[config.mk]
export PLATFORM = sky130hd
export DESIGN_NAME = fetch_decoder
export DESIGN_NICKNAME = d
export VERILOG_FILES = /design/src/rtl/fetch_decoder.sv
export SDC_FILE = /design/constraint.sdc
export NUM_CORES = 1
export LEC_CHECK = 0
export BUFFER_PORTS_ARGS = -buffer_cell sky130_fd_sc_hd__buf_4
export CAP_MARGIN = 15
export CORE_ASPECT_RATIO = 0.8
export CORE_UTILIZATION = 25
export CTS_CLUSTER_DIAMETER = 40
export DETAILED_ROUTE_END_ITERATION = 10
export GPL_TIMING_DRIVEN = 1
export SLEW_MARGIN = 30
export SYNTH_ARGS = -nofsm -noshare
export SYNTH_HDL_FRONTEND = slang
export SYNTH_SLANG_ARGS = --single-unit
[constraint.sdc]
create_clock -name clk -period 7.98 [get_ports clk]
set_input_delay 0.798 -clock clk [delete_from_list [all_inputs] [get_ports clk]]
set_output_delay 0.798 -clock clk [all_outputs]
set_load 0.02 [all_outputs]
[src/rtl/fetch_decoder.sv]
module fetch_decoder #(
  parameter int AW = 32
) (
  input  logic          clk,
  input  logic          rst_n,
  input  logic [AW-1:0] pc_in,
  output logic [AW-1:0] mem_addr,
  input  logic [47:0]   mem_data,
  input  logic [5:0]    mem_err,
  output logic [3:0]    d_op,
  output logic [3:0]    d_fn,
  output logic [3:0]    d_ra,
  output logic [3:0]    d_rb,
  output logic [31:0]   d_imm,
  output logic [AW-1:0] d_fall,
  output logic [AW-1:0] d_pred,
  output logic [1:0]    d_stat,
  output logic          pc_bubble
);
  localparam logic [1:0] ST_OK = 2'd0, ST_HALT = 2'd1, ST_ADDR = 2'd2, ST_INSTR = 2'd3;
  localparam logic [3:0] NOREG = 4'hF;

  logic        lead_bad, need_reg, need_imm, reg_bad, imm_bad, spec_bad, known;
  logic [3:0]  op, fn, ra, rb;
  logic [31:0] imm_raw, imm;
  logic [AW-1:0] fall, pred;
  logic [1:0]  stat;

  assign mem_addr = pc_in;
  assign lead_bad = mem_err[0];
  assign op = lead_bad ? 4'h1 : mem_data[7:4];
  assign fn = lead_bad ? 4'h0 : mem_data[3:0];
  assign known = (op <= 4'hB);

  always_comb begin
    case (op)
      4'h2, 4'h3, 4'h4, 4'h5, 4'h6, 4'hA, 4'hB: need_reg = 1'b1;
      default:                                  need_reg = 1'b0;
    endcase
    case (op)
      4'h3, 4'h4, 4'h5, 4'h7, 4'h8: need_imm = 1'b1;
      default:                      need_imm = 1'b0;
    endcase
  end

  assign reg_bad = need_reg & mem_err[1];
  assign imm_bad = need_imm & (need_reg ? |mem_err[5:2] : |mem_err[4:1]);
  assign imm_raw = need_reg ? mem_data[47:16] : mem_data[39:8];
  assign ra = (need_reg && !reg_bad) ? mem_data[15:12] : NOREG;
  assign rb = (need_reg && !reg_bad) ? mem_data[11:8]  : NOREG;
  assign spec_bad = (ra[3] && ra != NOREG) || (rb[3] && rb != NOREG);
  assign imm = (need_imm && !imm_bad) ? imm_raw : 32'd0;
  assign fall = pc_in + AW'(1) + AW'(need_reg) + (need_imm ? AW'(4) : AW'(0));
  assign pred = ((op == 4'h7 || op == 4'h8) && !imm_bad) ? AW'(imm) : fall;

  always_comb begin
    if (lead_bad)                stat = ST_ADDR;
    else if (!known)             stat = ST_INSTR;
    else if (reg_bad || imm_bad) stat = ST_ADDR;
    else if (spec_bad)           stat = ST_INSTR;
    else if (op == 4'h0)         stat = ST_HALT;
    else                         stat = ST_OK;
  end

  always_ff @(posedge clk) begin
    if (!rst_n) begin
      d_op <= 4'h1; d_fn <= 4'h0; d_ra <= NOREG; d_rb <= NOREG;
      d_imm <= '0; d_fall <= '0; d_pred <= '0; d_stat <= ST_OK; pc_bubble <= 1'b0;
    end else begin
      d_op <= op; d_fn <= fn; d_ra <= ra; d_rb <= rb;
      d_imm <= imm; d_fall <= fall; d_pred <= pred; d_stat <= stat;
      pc_bubble <= (stat != ST_OK);
    end
  end

  p_lead_fault_r6: assert property (@(posedge clk) disable iff (!rst_n)
    mem_err[0] |=> (d_op == 4'h1 && d_fn == 4'h0 && d_stat == ST_ADDR && d_fall == $past(pc_in) + AW'(1)));

  p_length_r5: assert property (@(posedge clk) disable iff (!rst_n)
    1'b1 |=> (d_fall - $past(pc_in) == AW'(1) || d_fall - $past(pc_in) == AW'(2) ||
              d_fall - $past(pc_in) == AW'(5) || d_fall - $past(pc_in) == AW'(6)));

  p_no_regbyte_r3: assert property (@(posedge clk) disable iff (!rst_n)
    !need_reg |=> (d_ra == NOREG && d_rb == NOREG));

  p_no_imm_r4: assert property (@(posedge clk) disable iff (!rst_n)
    !need_imm |=> (d_imm == 32'd0));

  p_pred_r11: assert property (@(posedge clk) disable iff (!rst_n)
    (d_op != 4'h7 && d_op != 4'h8) |-> (d_pred == d_fall));

  p_bubble_r10: assert property (@(posedge clk) disable iff (!rst_n)
    pc_bubble == (d_stat != ST_OK));
endmodule

==> flow_summary.json <==
{
  "grt_pass1_vias": 4529,
  "first_iter_violations": 411,
  "final_cell_area_um2": 7460,
  "dieArea_um2": 21100,
  "min_period_over_period_pct": 44.5,
  "avgSynthCellArea_um2": 9.73,
  "synth_edf_count": 0,
  "fp.dieW_um": 162,
  "core_area_um2": 20000,
  "ctsHoldBuffers": 0,
  "n_antenna_cell": 0,
  "drt_first_pass_iters": 4,
  "h-tree-depth": 4,
  "end_kind": "register",
  "leakage_nw": 3.27,
  "cts_max_path_buffers": 2,
  "period_needed_ns": 3.55,
  "cts.sinks": 115,
  "p_sw_share_pct": 26.2,
  "yosys_most_used_dff": "dfxtp_1",
  "syn_to_final_growth_pct": 45.1,
  "syn-cell-area_um2": 5140,
  "clock.fmax_mhz": 282,
  "status": "completed",
  "synth-seq-cells": 115,
  "setup_viol": 0,
  "final_nets": 808,
  "hold_path_end": "d_ra[0]$_SDFF_PN1_",
  "p_clk_share_pct": 48.6,
  "initial_utilization_pct": 25.7,
  "drc": 0,
  "power.total_mw": 1.68,
  "cp_cell_sequence": "buf_4 > a21oi_2 > mux2i_4 > nor2_4 > inv_1 > ha_1 > inv_1 > ha_1 > a21oi_1 > nor2_1 > nand4_1 > xor2_1 > o32ai_2",
  "critPathArrivalTime_ns": 3.82,
  "final_util_pct": 37.3,
  "root_buffer": "clkbuf_16",
  "yosysSeqAreaShare_pct": 44.8,
  "max_cap_viol_count": 0,
  "grt_pass1_wl_um": 28400,
  "final_layout_size_suffix_gt1_share_pct": 41.1,
  "synth_cells": 528,
  "rsz0062_at_grt": "false",
  "wire_per_inst_um": 19.9,
  "gr-total-overflow": 0,
  "place_area_um2": 6820,
  "ir_drop_uv": 155,
  "worstMarginPinSlew_ns": 0.932,
  "report.final.slew_viol_count": 0,
  "ys_types": 62,
  "fin_hold_ws_ns": 0.597,
  "slew_headroom_pct": 36.2,
  "cp_data_required_time_ns": 8.25,
  "cts_setup_buffers": 0,
  "crit_family": "simple AND/OR/NAND/NOR gates",
  "path_max_fanout": 20,
  "dp_hpwl_um": 15000,
  "critical_path_class": "primary input to register",
  "holdPathStages": 3,
  "tns_ns": 0,
  "power_frac_comb_pct": 15.2,
  "synthesis.nets": 619,
  "cts_resized": 0,
  "num_rows": 46,
  "gp_congestion": 0.855,
  "synthArstFlopShare_pct": 0,
  "antenna_found_initial": 0,
  "critPathSlowestCell": "inv_1",
  "startpoint_type": "primary input",
  "switchingPower_uw": 439,
  "grt_use_total_pct": 18.5,
  "critical_path.max_stage_delay_ns": 0.43,
  "yosys_warnings": 0,
  "hold_violations": 0,
  "port-buffer-count": 234,
  "grt_max_degree": 38,
  "p_seq_share_pct": 36.2,
  "postRouteAntennaNets": 0,
  "vias": 4722,
  "fp.dieH_um": 130,
  "powerDensity_nw_per_um2": 225,
  "cp.buffers_inverters": 3,
  "cts.reportedPaths.clkPinSlew_ns": 0.06,
  "vias_per_cell": 4.75,
  "cts_tree": "done",
  "fillCellCount": 2000,
  "routed_wl_um": 19800,
  "hold_path_startpoint": "mem_data[12]",
  "intPower_mw": 1.24,
  "hp-class": "primary input to register",
  "cts_buffers": 17,
  "io_pins": 235
}
## flip-flops by register name, summed over array words and instances, names as in the netlist
signal and cells:
d_pred 32, d_op 4, d_ra 4, d_fall 32, pc_bubble 1, d_fn 4
d_rb 4, d_stat 2, d_imm 32
## cell families (layout without fill, tap and decap cells)
| logic type | Yosys count | after routing | share of synthesized area (%) |
|---|---|---|---|
| fa+ha+maj | 3 | 3 | 0.730 |
| mux | 17 | 17 | 3.65 |
| flops | 115 | 115 | 44.8 |
| buf+inv | 86 | 288 | 9.81 |
| simple gates | 162 | 162 | 17.1 |
| compound gates | 121 | 121 | 19.8 |
| xor+xnor | 24 | 24 | 4.09 |
## worst min-delay path, delay by kind of cell
family | cells | cell delay, ns
buffers and inverters | 2 | 0.14
AND/OR/NAND/NOR | 1 | 0.05
## through the flow
| step | instances | setup WS (ns) |
|---|---|---|
| 6_report | 994 | 4.43 |
| 5_1_grt | 994 | 4.17 |
| 4_1_cts | 994 | 4.50 |
| 3_5_place_dp | 962 | 4.05 |
| 3_3_place_gp | 962 | 4.08 |
| 2_1_floorplan | 528 | 4.55 |
## layer usage
layer | GRT usage (%) | wire length, um | vias up
li1 | - | - | 2257
met1 | 25.7 | 9410 | 2255
met2 | 26.9 | 8690 | 198
met3 | 6.04 | 1550 | 12
met4 | 5.88 | 165 | 0
met5 | 0 | 0 | -
## cell usage after synthesis, types with 2 or more instances
cell type | n | area (um^2)
nand4_1 | 10 | 62.6
nor4b_1 | 2 | 17.5
and3_1 | 20 | 125
a21boi_0 | 2 | 15.0
o32ai_2 | 5 | 81.3
ha_1 | 3 | 37.5
o32ai_1 | 10 | 87.6
nand4b_1 | 2 | 17.5
a31o_2 | 5 | 43.8
buf_2 | 7 | 35.0
o21ba_2 | 9 | 90.1
buf_6 | 6 | 67.6
inv_1 | 18 | 67.6
a311oi_1 | 4 | 35.0
o31ai_1 | 3 | 22.5
dfxtp_1 | 115 | 2300
o31a_1 | 4 | 35.0
xor2_1 | 9 | 78.8
nor2_1 | 44 | 165
nand2b_1 | 2 | 12.5
xnor2_1 | 15 | 131
mux2i_1 | 15 | 150
nand3_1 | 17 | 85.1
nand2_1 | 15 | 56.3
o311a_1 | 5 | 50.1
and4_1 | 5 | 43.8
and2_1 | 15 | 93.8
or3_1 | 2 | 12.5
a21oi_1 | 19 | 95.1
nor3_1 | 18 | 90.1
nand3_2 | 2 | 20.0
o21a_1 | 14 | 105
a2111oi_0 | 5 | 43.8
a211oi_1 | 4 | 30.0
o2111ai_1 | 9 | 78.8
clkbuf_1 | 20 | 75.1
buf_4 | 34 | 255
o21ai_0 | 8 | 40.0
a21oi_2 | 2 | 17.5
a21o_1 | 2 | 15.0
## power groups by stage
stage	sequential [mW]	clock [mW]	combinational [mW]
final	0.606	0.815	0.255
after global routing	0.607	0.856	0.272
after CTS	0.606	0.831	0.255
after detailed placement	0.618	0	0.254
after global placement	0.618	0	0.254
after floorplan	0.647	0	0.109
## how the worst max path moves through the flow
stage | from | to | slack, ns | cells past startpoint
final | mem_data[5] | d_pred[26]$_SDFF_PN0_ | 4.43 | 13
after global routing | mem_data[5] | d_pred[26]$_SDFF_PN0_ | 4.17 | 13
after CTS | mem_data[5] | d_pred[26]$_SDFF_PN0_ | 4.50 | 13
after detailed placement | mem_data[5] | d_pred[26]$_SDFF_PN0_ | 4.05 | 13
after global placement | mem_data[5] | d_pred[26]$_SDFF_PN0_ | 4.08 | 13
after floorplan | mem_data[6] | d_pred[29]$_SDFF_PN0_ | 4.55 | 13
## cell type report
| class | instances | area [um^2] | area share (%) |
|---|---|---|---|
| Clock buffer | 20 | 447 | 5.99 |
| Clock inverter | 12 | 179 | 2.40 |
| Inverter | 19 | 71.3 | 0.956 |
| Multi-Input combinational cell | 327 | 2350 | 31.5 |
| Sequential cell | 115 | 2300 | 30.9 |
| Tap cell | 264 | 330 | 4.43 |
| Timing Repair Buffer | 237 | 1780 | 23.9 |
## layout by cell type, fill, tap and decap left out, types with 8 or more instances in the layout
master	instances
a21oi_1	19
and2_1	15
and3_1	20
buf_4	237
clkbuf_16	17
dfxtp_1	115
inv_1	18
mux2i_1	15
nand2_1	14
nand3_1	17
nand4_1	10
nor2_1	44
nor3_1	17
o2111ai_1	9
o21a_1	14
o21ai_0	8
o21ba_2	9
o32ai_1	10
xnor2_1	15
xor2_1	9
(Power assumes the default switching activity.)
